File: src/rtl/xw_pkg.sv
// Package: shared state encoding and decoded status fields for the walker.
// Assumes a 64-bit status word whose bit positions are fixed by the core.
package xw_pkg;

    typedef enum logic [2:0] {
        ST_IDLE,
        ST_DTLB,
        ST_ITLB,
        ST_TAG,
        ST_PTE
    } xw_state_e;

    typedef struct packed {
        logic        hpriv;
        logic        amask;
        logic        d_real;
        logic        i_real;
        logic [7:0]  part;
        logic [15:0] ctx;
    } xw_fields_t;

endpackage

File: src/rtl/xw_status_decode.sv
// Module: splits the packed status word into the fields the walker uses.
// Assumes: hypervisor bit 0, address mask bit 3, inst-translate bit 4,
// data-translate bit 5, partition 15:8, context-zero 18:16, primary ctx 47:32.
module xw_status_decode
    import xw_pkg::*;
(
    input  logic [63:0] status,
    output xw_fields_t  fields
);
    // Decode the mode and context fields.
    always_comb begin
        fields.hpriv  = status[0];
        fields.amask  = status[3];
        fields.i_real = ~status[4];
        fields.d_real = ~status[5];
        fields.part   = status[15:8];
        fields.ctx    = (|status[18:16]) ? 16'h0 : status[47:32];
    end
endmodule

File: src/rtl/xw_tag_match.sv
// Module: compares one slot tag word against the virtual address.
// Assumes: tag bit 62 set marks the slot invalid; tag bits 41:0 hold VA 63:22.
module xw_tag_match #(
    parameter int TAG_LSB = 22
) (
    input  logic [63:0] tag,
    input  logic [63:0] va,
    output logic        hit
);
    localparam int CMP_W = 64 - TAG_LSB;

    // Valid-and-equal comparison of the tag.
    always_comb begin
        hit = ~tag[62] && (tag[CMP_W-1:0] == va[63:TAG_LSB]);
    end
endmodule

File: src/rtl/xw_pte_merge.sv
// Module: checks an entry word and forms the physical address from it.
// Assumes: size code {48,62:61}; codes 0..5 legal; frame bits PA_MSB:13.
module xw_pte_merge #(
    parameter int PA_MSB   = 39,
    parameter int PG_SHIFT = 13
) (
    input  logic [63:0] va,
    input  logic [63:0] pte,
    output logic [63:0] pa,
    output logic        ok
);
    localparam int PAD_W = 63 - PA_MSB;

    logic [2:0]  code;
    logic [5:0]  shift;
    logic [63:0] pmask;
    logic [63:0] base;

    // Page shift per size code: 3 bits per step for the four small sizes.
    function automatic logic [5:0] code_shift(input logic [2:0] c);
        case (c)
            3'd4:    return 6'd28;
            3'd5:    return 6'd31;
            default: return 6'(PG_SHIFT + 3 * int'(c[1:0]));
        endcase
    endfunction

    // Size decode, mask, merge and legality.
    always_comb begin
        code  = {pte[48], pte[62:61]};
        shift = code_shift(code);
        pmask = (64'd1 << shift) - 64'd1;
        base  = {{PAD_W{1'b0}}, pte[PA_MSB:PG_SHIFT], {PG_SHIFT{1'b0}}};
        pa    = (base & ~pmask) | (va & pmask);
        ok    = pte[63] && (code < 3'd6);
    end
endmodule

File: src/rtl/dbg_xlate_walker.sv
// Module: sequential debug translator. Probes data TLB, instruction TLB,
// then up to PROBES slot tags in memory, without touching TLB used bits.
// Assumes: TLB responses arrive in the query cycle; memory answers with
// mem_rvalid some cycles later while the request is held.
module dbg_xlate_walker
    import xw_pkg::*;
#(
    parameter int PROBES  = 4,
    parameter int PA_MSB  = 39,
    parameter int PTE_OFS = 8
) (
    input  logic                 clk,
    input  logic                 rst_n,
    input  logic                 start,
    input  logic [63:0]          vaddr,
    input  logic [63:0]          status,
    input  logic [PROBES*64-1:0] tsb_ptrs,
    output logic [63:0]          tlb_va,
    output logic [7:0]           tlb_part,
    output logic [15:0]          tlb_ctx,
    output logic                 tlb_upd_used,
    output logic                 dtlb_req,
    output logic                 dtlb_real,
    input  logic                 dtlb_hit,
    input  logic [63:0]          dtlb_pte,
    output logic                 itlb_req,
    output logic                 itlb_real,
    input  logic                 itlb_hit,
    input  logic [63:0]          itlb_pte,
    output logic                 mem_req,
    output logic [63:0]          mem_addr,
    input  logic                 mem_rvalid,
    input  logic [63:0]          mem_rdata,
    output logic                 done,
    output logic [63:0]          paddr,
    output logic                 err
);
    localparam int IDX_W = (PROBES > 1) ? $clog2(PROBES) : 1;
    localparam logic [IDX_W-1:0] LAST_IDX = IDX_W'(PROBES - 1);

    xw_state_e        state;
    xw_fields_t       dec_f;
    xw_fields_t       fld_q;
    logic [63:0]      va_q;
    logic [IDX_W-1:0] idx;
    logic [63:0]      ptr_arr [PROBES];
    logic [63:0]      ptr_sel;
    logic [63:0]      pte_sel;
    logic [63:0]      m_pa;
    logic             m_ok;
    logic             tag_hit;
    logic             done_q;
    logic             err_q;
    logic [63:0]      pa_q;
    logic             st_idle;

    xw_status_decode u_dec (
        .status (status),
        .fields (dec_f)
    );

    // Unpack the slot pointer bus into one word per probe.
    for (genvar g = 0; g < PROBES; g++) begin : g_ptr
        assign ptr_arr[g] = tsb_ptrs[g*64 +: 64];
    end

    assign ptr_sel = ptr_arr[idx];

    // Entry source: the TLB being queried, else the memory read data.
    always_comb begin
        case (state)
            ST_DTLB: pte_sel = dtlb_pte;
            ST_ITLB: pte_sel = itlb_pte;
            default: pte_sel = mem_rdata;
        endcase
    end

    xw_tag_match #(.TAG_LSB(22)) u_tag (
        .tag (mem_rdata),
        .va  (va_q),
        .hit (tag_hit)
    );

    xw_pte_merge #(.PA_MSB(PA_MSB), .PG_SHIFT(13)) u_merge (
        .va  (va_q),
        .pte (pte_sel),
        .pa  (m_pa),
        .ok  (m_ok)
    );

    // Walk sequencer: accept, query TLBs, probe slots, report result.
    always_ff @(posedge clk) begin
        if (!rst_n) begin
            state  <= ST_IDLE;
            fld_q  <= '0;
            va_q   <= '0;
            idx    <= '0;
            done_q <= 1'b0;
            err_q  <= 1'b0;
            pa_q   <= '0;
        end else begin
            done_q <= 1'b0;
            err_q  <= 1'b0;
            case (state)
                ST_IDLE: begin
                    if (start) begin
                        fld_q <= dec_f;
                        if (dec_f.hpriv) begin
                            done_q <= 1'b1;
                            pa_q   <= vaddr;
                        end else begin
                            va_q  <= dec_f.amask ? {32'h0, vaddr[31:0]} : vaddr;
                            state <= ST_DTLB;
                        end
                    end
                end
                ST_DTLB: begin
                    if (dtlb_hit) begin
                        done_q <= m_ok;
                        err_q  <= ~m_ok;
                        if (m_ok) pa_q <= m_pa;
                        state  <= ST_IDLE;
                    end else begin
                        state <= ST_ITLB;
                    end
                end
                ST_ITLB: begin
                    if (itlb_hit) begin
                        done_q <= m_ok;
                        err_q  <= ~m_ok;
                        if (m_ok) pa_q <= m_pa;
                        state  <= ST_IDLE;
                    end else begin
                        idx   <= '0;
                        state <= ST_TAG;
                    end
                end
                ST_TAG: begin
                    if (mem_rvalid) begin
                        if (tag_hit) begin
                            state <= ST_PTE;
                        end else if (idx == LAST_IDX) begin
                            err_q <= 1'b1;
                            state <= ST_IDLE;
                        end else begin
                            idx <= idx + 1'b1;
                        end
                    end
                end
                ST_PTE: begin
                    if (mem_rvalid) begin
                        done_q <= m_ok;
                        err_q  <= ~m_ok;
                        if (m_ok) pa_q <= m_pa;
                        state  <= ST_IDLE;
                    end
                end
                default: state <= ST_IDLE;
            endcase
        end
    end

    // Drive query, read and result ports from the walk state.
    always_comb begin
        st_idle      = (state == ST_IDLE);
        tlb_va       = va_q;
        tlb_part     = fld_q.part;
        tlb_ctx      = fld_q.ctx;
        tlb_upd_used = 1'b0;
        dtlb_req     = (state == ST_DTLB);
        dtlb_real    = fld_q.d_real;
        itlb_req     = (state == ST_ITLB);
        itlb_real    = fld_q.i_real;
        mem_req      = (state == ST_TAG) || (state == ST_PTE);
        mem_addr     = (state == ST_PTE) ? ptr_sel + 64'(PTE_OFS) : ptr_sel;
        done         = done_q;
        err          = err_q;
        paddr        = pa_q;
    end
endmodule

File: config.mk
export PLATFORM = sky130hd
export DESIGN_NAME = dbg_xlate_walker
export DESIGN_NICKNAME = d
export VERILOG_FILES = /design/src/rtl/xw_pkg.sv /design/src/rtl/xw_status_decode.sv /design/src/rtl/xw_tag_match.sv /design/src/rtl/xw_pte_merge.sv /design/src/rtl/dbg_xlate_walker.sv
export SDC_FILE = /design/constraint.sdc
export NUM_CORES = 1
export LEC_CHECK = 0
export ABC_CLOCK_PERIOD_IN_PS = 3800
export BUFFER_PORTS_ARGS = -buffer_cell sky130_fd_sc_hd__buf_4
export CAP_MARGIN = 20
export CORE_AREA = 8 8 312 314
export DETAILED_ROUTE_END_ITERATION = 7
export DIE_AREA = 0 0 320 322
export GPL_TIMING_DRIVEN = 0
export PLACE_DENSITY = 0.4
export SYNTH_ARGS = -nofsm -noshare
export SYNTH_HDL_FRONTEND = slang
export SYNTH_SLANG_ARGS = --single-unit
File: constraint.sdc
create_clock -name clk -period 3.8 [get_ports clk]
set_clock_uncertainty 0.15 [all_clocks]
set_input_delay 0.57 -clock clk [delete_from_list [all_inputs] [get_ports clk]]
set_output_delay 0.57 -clock clk [all_outputs]
set_load 0.01 [all_outputs]
==> impl_metrics.yaml, run 1 <==
cts:
  clk_latency_ps: 490
  clk_pin_slew_worst_paths_ps: 80
  clock-sinks: 161
  cts_max_level: 4
  root_buffer: "clkbuf_16"
  cts_buffers: 17
  cts_tree: "yes"
  ctsHoldBuffers: 0
  cts_buffer_depth: 2
sta:
  holdWs_ps: 179
  slew-limit-headroom_pct: 32.2
  post-route-worst-setup-slack_ps: -252
  worstMarginPinSlew_ps: 1020
  rsz0062_at_grt: "yes"
  hold_viol: 0
  slew_viol_final: 0
  fmax_mhz: 247
  setup_tns_ps: -2140
  min_period_ps: 4050
  final-setup-viol-count: 23
  fin_crit_sh_pct: 107
routing:
  drc: 0
  via_per_inst: 4.25
  routed_wl_mm: 99.1
  drtIter0Drc: 1012
  ant_nets: 0
  vias: 14217
  drtPass1Iterations: 5
  wl_per_cell_um: 29.6
power:
  clkPwrFrac_pct: 15.7
  power.internal_mw: 5.64
  p_total_mw: 11.3
  p_leak_nw: 8.47
  netSwitchingFraction_pct: 49.9
  powerDensity_nw_per_um2: 556
  p_seq_share_pct: 20.6
  pwr-share-comb_pct: 63.7
  p_sw_mw: 5.62
  ir_worst_vdd_mv: 0.355
synth:
  synth-seq-cells: 161
  async_reset_ff_share_pct: 0
  synth_cell_type_count: 81
  synthFlopType: "dfxtp_1"
  yosysWarnings: 0
  syn_nets: 1894
  avgSynthCellArea_um2: 8.65
  synth-edff-count: 0
  syn-instance-count: 1305
  synth_area_um2: 11300
  synth_seq_area_share_pct: 28.5
cells_and_area:
  ff_latch_area_um2: 3240
  area_growth_pct: 79.2
  fillCellCount: 10364
  multi_input_area_um2: 8190
  fin_util_pct: 21.9
  drive_gt1_share_pct: 48.8
  nets: 2695
global_route:
  grt_pass1_vias: 14606
  overflow: 0
  antenna_found_initial: 51
  grt_pass1_wl_mm: 130
  grt_max_degree: 17
  groute.usage.overall_pct: 18.4
setup_path:
  worstPathMaxFanout: 4
  crit_type: "flop to primary output"
  r2r_cells: 18
  cp.required_ps: 3080
  r2r_end: "paddr[31]"
  crit_path_end_kind: "primary output"
  start_kind: "flop"
  rrSetupSlack_ps: 160
  worstReg2RegStart: "state[1]"
  crit_arrival_ps: 3330
placed_design:
  io_buffers: 686
  hpwl_mm: 85.3
  place_ws_ps: -1930
  place.gp.congestion: 0.913
die:
  die_area_um2: 103000
  initial_core_util_pct: 12.2
  die_h_um: 322
  core_um2: 92500
  num_io_pins: 806
  rows: 112
  die_w_um: 320
hold_path:
  holdPathStages: 3
  whs_endpoint: "tlb_ctx[10]"
  hp-start: "status[42]"
  hold_class: "input port to flop"
run_status:
  failed_checks: "setup timing"
  outcome: "finished, violations left"
job:
  cap_violations: 0
==> flip-flops by register name, indices dropped and copies added (netlist names) <==
register	count
state	3
tlb_ctx	16
err	1
idx	2
done	1
dtlb_real	1
tlb_part	8
tlb_va	64
itlb_real	1
paddr	64
==> critical path, stage by stage (launching register included) <==
cell	delay, ps
dfxtp_4	390
buf_12	140
buf_12	130
buf_4	130
mux4_2	370
nand4_1	150
nor2b_2	210
and4_4	250
and3_4	200
and4_1	210
and2_4	160
nand4_1	120
xnor2_2	220
buf_4	160
==> layer usage <==
metal / share of wire, % / up-vias / track usage [%] / wire, um
met4: 2.9 / 16 / 7.38 / 2830
met5: 0.10 / - / 0 / 101
met3: 9.5 / 128 / 7.18 / 9400
li1: - / 6420 / - / -
met1: 39 / 6964 / 20.8 / 38400
met2: 49 / 689 / 30.9 / 48300
==> per-stage QoR <==
stage,instances,instance area [um^2]
global placement,3188,17900
global route,3338,20200
CTS,3268,19400
detailed placement,3192,18000
floorplan,1305,11300
finish,3342,20200
==> layout by cell type, fill, tap and decap left out, drive strengths merged, types with 43 or more instances in the layout <==
master	Yosys	routed
xnor2	46	46
xor2	63	63
a21boi	89	89
mux4	64	64
nand3	43	43
nand2	239	239
nor2b	45	45
dfxtp	161	161
clkbuf	76	91
buf	28	814
==> worst max-delay path by stage <==
stage          slack [ps]      endpoint  depth (start not counted)     start
6_report             -250  mem_addr[63]                         13    idx[0]
5_1_grt              -350  mem_addr[63]                         13    idx[0]
4_1_cts              -420  mem_addr[63]                         13    idx[0]
3_5_place_dp        -1930     paddr[32]                         17  state[0]
3_3_place_gp        -1970     paddr[32]                         17  state[0]
2_1_floorplan           3     paddr[46]                         18  state[1]
==> logic make-up after synthesis <==
logic type	Yosys count	share of synthesized area [%]
and+or+nand+nor	508	22.9
AOI/OAI and AO/OA	329	20.8
DFF	161	28.5
buffers and inverters	117	4.91
xor gates and xnor gates	109	8.45
muxes	73	13.6
adders and majority gates	7	0.776
other	1	0.0332
==> timing repair <==
action | CTS | global route
endpoints found under the setup margin | 121 | 60
pin swaps | 25 | 44
resized for setup | 126 | 83
buffers inserted | 47 | 49
==> cell type report <==
type	count	share of cell area (%)
flip-flops and latches	161	16.0
repair buffers	786	29.7
diodes	26	0.321
multi-input cells	1027	40.5
inverters	13	0.303
plain buffers	100	3.08
clock buffers	19	2.19
well taps	1197	7.40
clock inverters	13	0.587
==> synth_stat cells (all sizes together) (28+ instances only) <==
library cell / n / area share, %
buf: 28 / 1.9
dfxtp: 161 / 29
nand2: 239 / 8.0
a21oi: 36 / 1.6
nand3b: 32 / 2.1
mux4: 64 / 13
o21ai: 37 / 1.6
o211ai: 35 / 2.3
o22ai: 29 / 1.6
nor2: 38 / 1.3
nor2b: 45 / 2.5
nand3: 43 / 1.9
a21boi: 89 / 5.9
xnor2: 46 / 3.6
xor2: 63 / 4.9
clkbuf: 76 / 2.5
a22oi: 38 / 2.5
==> power groups by stage <==
stage	Clock, mW	Sequential, mW	Combinational (mW)
after global routing	1.91	2.37	7.67
after floorplan	0	2.44	2.91
after detailed placement	0	2.36	6.24
after CTS	1.86	2.33	6.85
after global placement	0	2.35	6.24
final	1.77	2.32	7.17
Note: power is estimated with default switching activity, not from simulation.
==> inputs of run 2 (changes only) <==
ABC_CLOCK_PERIOD_IN_PS = 4900   (was 3800)
CORE_AREA = 8 8 304 306   (was 8 8 312 314)
DIE_AREA = 0 0 312 314   (was 0 0 320 322)
clock period = 4.9 ns   (was 3.8 ns; I/O delays follow)
==> run 2 against run 1 <==
The flow now finishes without violations; via count down 2.0%; sequential power down 22%; wire length about the same; sequential share of layout area up 1.3 points; non-clock buffer count down 90; cell count down 4.1%; core utilization down 0.54 points.
==> impl_metrics.yaml, run 2 (same netlist as run 1, synthesis figures left out) <==
cts:
  clk_latency_ps: 490
  clock-sinks: 161
  ctsHoldBuffers: 0
  cts_buffer_depth: 2
  cts_buffers: 17
  cts_tree: "yes"
  clk_pin_slew_worst_paths_ps: 80
  cts_max_level: 4
  root_buffer: "clkbuf_16"
global_route:
  antenna_found_initial: 41
  grt_pass1_vias: 14219
  grt_pass1_wl_mm: 130
  grt_max_degree: 20
  overflow: 0
  groute.usage.overall_pct: 19.3
power:
  powerDensity_nw_per_um2: 440
  p_total_mw: 8.23
  netSwitchingFraction_pct: 49.8
  power.internal_mw: 4.13
  p_leak_nw: 7.76
  p_seq_share_pct: 22.0
  pwr-share-comb_pct: 59.5
  ir_worst_vdd_mv: 0.282
  p_sw_mw: 4.10
  clkPwrFrac_pct: 18.5
setup_path:
  rrSetupSlack_ps: 300
  r2r_end: "paddr[46]"
  slowest_stage: "clkbuf_1"
  critPathMaxStageDelay_ps: 630
  worstReg2RegStart: "state[1]"
  start_kind: "flop"
  crit_chain: "buf_4, buf_4, buf_2, clkbuf_1, mux4_2, and4_1, and2_4, nand4_1, xnor2_1, buf_4"
  r2r_cells: 18
  crit_arrival_ps: 3790
  crit_path_end_kind: "primary output"
  crit_top_cell: "buf_4"
  worstPathMaxFanout: 19
  cp.required_ps: 4010
  crit_type: "flop to primary output"
sta:
  rsz0062_at_grt: "no"
  holdWs_ps: 323
  fmax_mhz: 214
  slew-limit-headroom_pct: 23.5
  hold_viol: 0
  setup_tns_ps: 0
  min_period_ps: 4680
  final-setup-viol-count: 0
  fin_crit_sh_pct: 95.4
  slew_viol_final: 0
  worstMarginPinSlew_ps: 1150
  post-route-worst-setup-slack_ps: 223
placed_design:
  placed_area_um2: 18000
  hpwl_mm: 86.5
  place.gp.congestion: 0.927
  io_buffers: 686
  place_ws_ps: -636
hold_path:
  whs_endpoint: "tlb_part[6]"
  hp-start: "tlb_part[6]"
  hold_class: "flop to flop"
  holdPathStages: 2
routing:
  via_per_inst: 4.35
  drtIter0Drc: 1087
  wl_per_cell_um: 30.9
  vias: 13928
  ant_nets: 0
  drtPass1Iterations: 7
  drc: 0
  routed_wl_mm: 99.1
cells_and_area:
  area_growth_pct: 65.5
  fin_area_um2: 18700
  drive_gt1_share_pct: 42.2
  mostFrequentLayoutCell: "buf_4"
  final_cell_mix: "buf_4 (697), nand2_1 (237), dfxtp_1 (159)"
  fillCellCount: 9901
  nets: 2605
run_status:
  outcome: "finished, final reports clean"
die:
  initial_core_util_pct: 12.9
  die_area_um2: 98000
  die_w_um: 312
  num_io_pins: 806
  core_um2: 87600
  die_h_um: 314
  rows: 109
job:
  cap_violations: 0
[run 2: changes by cell type in the layout (fill, tap and decap cells not counted), sizes merged]
cell / change
diode: -16
clkinvlp: -4
buf: -94
clkbuf: +3
inv: +1
clkdlybuf4s18: +1
bufinv: +3
[run 2: power groups by stage]
stage          Combinational (mW)  Clock, mW  Sequential, mW
3_3_place_gp                 4.83          0            1.83
5_1_grt                      5.21       1.63            1.84
2_1_floorplan                2.26          0            1.89
6_report                     4.90       1.52            1.81
3_5_place_dp                 4.84          0            1.84
4_1_cts                      4.88       1.59            1.82
[run 2: metal layers]
metal	up-vias	global-route usage (%)	wire length [um]
met1	6857	21.7	38200
met3	108	7.69	9360
met4	22	3.40	1640
met2	740	34.6	49800
met5	-	0	138
li1	6201	-	-
[run 2: area by class of cell]
class	count	area, um^2	share of cell area (%)
Antenna cell	10	25.0	0.134
Buffer	101	499	2.67
Clock buffer	19	453	2.42
Clock inverter	13	169	0.904
Inverter	13	48.8	0.261
Multi-Input combinational cell	1027	7580	40.6
Sequential cell	161	3230	17.3
Tap cell	1165	1460	7.80
Timing Repair Buffer	695	5230	28.0
[run 2: critical path, delay by kind of cell (launching register included)]
| kind | cells | cell delay (ps) |
|---|---|---|
| XOR/XNOR | 1 | 150 |
| buffers and inverters | 5 | 1740 |
| AND/OR/NAND/NOR | 3 | 540 |
| multiplexers | 1 | 450 |
| flip-flops | 1 | 400 |
[run 2: how the worst max path moves through the flow]
| stage | startpoint | endpoint | slack [ps] | cells past startpoint |
|---|---|---|---|---|
| 3_3_place_gp | state[0] | paddr[46] | -1580 | 17 |
| 6_report | idx[1] | mem_addr[63] | 220 | 10 |
| 4_1_cts | state[0] | paddr[46] | 3 | 18 |
| 2_1_floorplan | dtlb_pte[61] | paddr[14] | 1040 | 16 |
| 5_1_grt | idx[1] | mem_addr[63] | 50 | 10 |
| 3_5_place_dp | dtlb_pte[61] | paddr[46] | -640 | 18 |
[run 2: per-stage QoR]
stage / utilization, % / instances
6_report: 21.4 / 3204
5_1_grt: 21.3 / 3198
4_1_cts: 21.3 / 3194
3_5_place_dp: 20.5 / 3161
3_3_place_gp: 20.4 / 3156
2_1_floorplan: - / 1305
[run 2: repair_timing]
action                     in CTS  in global routing
buffers inserted                3                  1
pin swaps                       1                  2
gates cloned                    0                  0
setup endpoints to repair      30                 13
resized for setup              12                 10
==> inputs of run 3 (changes only) <==
GPL_TIMING_DRIVEN = default   (was 0)
==> run 3 against run 2 <==
Power down 4.2%; worst hold slack worse by 5.9 ps; cell count down 1.6%; sequential share of layout area up 0.20 points; maximum frequency up 1.9%; die area unchanged; clock power down 3%; via count down 4.0%; non-clock buffer count down 64; sequential cell count unchanged; core utilization down 0.23 points; largest power group unchanged.
==> impl_metrics.yaml, run 3 (same netlist as run 1, synthesis figures left out) <==
placed_design:
  io_buffers: 687
  placed_area_um2: 17800
  place.gp.congestion: 0.939
  hpwl_mm: 75.2
  place_ws_ps: 362
global_route:
  grt_max_degree: 95
  grt.met2_usage_pct: 29.5
  grt_pass1_vias: 13775
  antenna_found_initial: 50
  grt_pass1_wl_mm: 118
  grt_use_met1_pct: 18.7
  groute.usage.overall_pct: 17.3
  overflow: 0
  gr-max-usage-layer: "met2"
  use_met3_pct: 8.38
cts:
  postCtsSetupRepairBufs: 0
  ctsHoldBuffers: 0
  root_buffer: "clkbuf_16"
  cts_tree: "yes"
  cts_buffer_depth: 2
  cts_buffers: 17
  clock-sinks: 161
  cts_resized: 0
  clk_pin_slew_worst_paths_ps: 80
  cts_max_level: 4
  clk_latency_ps: 500
cells_and_area:
  final_cell_mix: "buf_4 (731), nand2_1 (236), dfxtp_1 (159)"
  fin_util_pct: 21.1
  mostFrequentLayoutCell: "buf_4"
  nets: 2541
  fillCellCount: 9886
  fin_area_um2: 18500
  drive_gt1_share_pct: 43.7
  area_growth_pct: 63.8
run_status:
  outcome: "finished, final reports clean"
sta:
  slew_viol_final: 0
  slew-limit-headroom_pct: 30.5
  hold_viol: 0
  fin_crit_sh_pct: 93.7
  holdWs_ps: 317
  rsz0062_at_grt: "no"
  post-route-worst-setup-slack_ps: 309
  worstMarginPinSlew_ps: 1040
  final-setup-viol-count: 0
  setup_tns_ps: 0
  min_period_ps: 4590
  fmax_mhz: 218
power:
  pwr-share-comb_pct: 58.1
  powerDensity_nw_per_um2: 426
  netSwitchingFraction_pct: 47.8
  clkPwrFrac_pct: 18.8
  power.internal_mw: 4.12
  p_sw_mw: 3.77
  p_leak_nw: 7.69
  p_seq_share_pct: 23.0
  ir_worst_vdd_mv: 0.485
hold_path:
  hold_class: "flop to flop"
routing:
  via_per_inst: 4.24
  wl_per_cell_um: 28.1
  drtPass1Iterations: 5
  drc: 0
  drtIter0Drc: 835
  vias: 13365
  ant_nets: 0
  routed_wl_mm: 88.8
setup_path:
  crit_arrival_ps: 4850
  cp.required_ps: 5160
  crit_chain: "xor2_1, a21oi_2, nor2_4, inv_2, ha_1, inv_1, nand2_1, o32a_1, o32a_1, nor4b_4, inv_1, ha_1, nand2b_1, nand3_1, o211ai_1, a21boi_0"
  slowest_stage: "dfxtp_1"
  critPathMaxStageDelay_ps: 700
  start_kind: "flop"
  crit_type: "flop to flop"
  crit_path_end_kind: "flop"
  worstPathMaxFanout: 16
die:
  die_w_um: 312
  rows: 109
  die_area_um2: 98000
  die_h_um: 314
  num_io_pins: 806
  core_um2: 87600
  initial_core_util_pct: 12.9
job:
  cap_violations: 0
==> run 3: cell types whose count changed in the layout (fill, tap and decap cells not counted), sizes merged <==
cell	before	now
bufinv	3	2
buf	720	732
clkbuf	94	20
clkdlybuf4s18	1	0
diode	10	23
==> run 3: path summary, 6_finish.rpt <==
path | from | endpoint | slack (ps) | cells past startpoint
hold / removal | tlb_part[7] | tlb_part[7] | 320 | 2
setup reg to reg | state[0] | paddr[31] | 310 | 16
setup / recovery | state[0] | paddr[31] | 310 | 16
hold reg to reg | tlb_part[7] | tlb_part[7] | 320 | 2
==> run 3: power by group through the flow <==
stage | logic, mW | registers, mW | clock network (mW)
after floorplan | 2.26 | 1.89 | 0
after global placement | 4.63 | 1.84 | 0
after detailed placement | 4.63 | 1.85 | 0
after CTS | 4.65 | 1.83 | 1.57
after global routing | 4.95 | 1.86 | 1.60
final | 4.58 | 1.82 | 1.48
==> run 3: layout make-up <==
class	count	area, um^2	share of cell area (%)
antenna	23	57.6	0.311
clock buffer	20	468	2.53
multi-input combinational	1027	7580	41.0
tap	1165	1460	7.88
sequential	161	3230	17.5
timing repair buffer	732	5510	29.8
clock inverter	12	145	0.785
inverter	13	48.8	0.264
==> run 3: per-layer routing <==
| layer | share of wire [%] | up-vias |
|---|---|---|
| met3 | 10 | 112 |
| met1 | 38 | 6531 |
| li1 | - | 6091 |
| met4 | 2.8 | 26 |
| met2 | 49 | 605 |
| met5 | 0.18 | - |
==> run 3: metrics by stage <==
stage          power, mW  instances
4_1_cts             8.05       3130
6_report            7.88       3153
2_1_floorplan       4.14       1305
5_1_grt             8.41       3145
3_3_place_gp        6.47       3098
3_5_place_dp        6.48       3098
==> run 3: worst max-delay path, delay by kind of cell, from the launching register on <==
family	cells	cell delay, ps
simple gates	5	1070
fa+ha+maj	2	900
compound gates	5	880
flops	1	700
buf+inv	3	420
xor+xnor	1	390
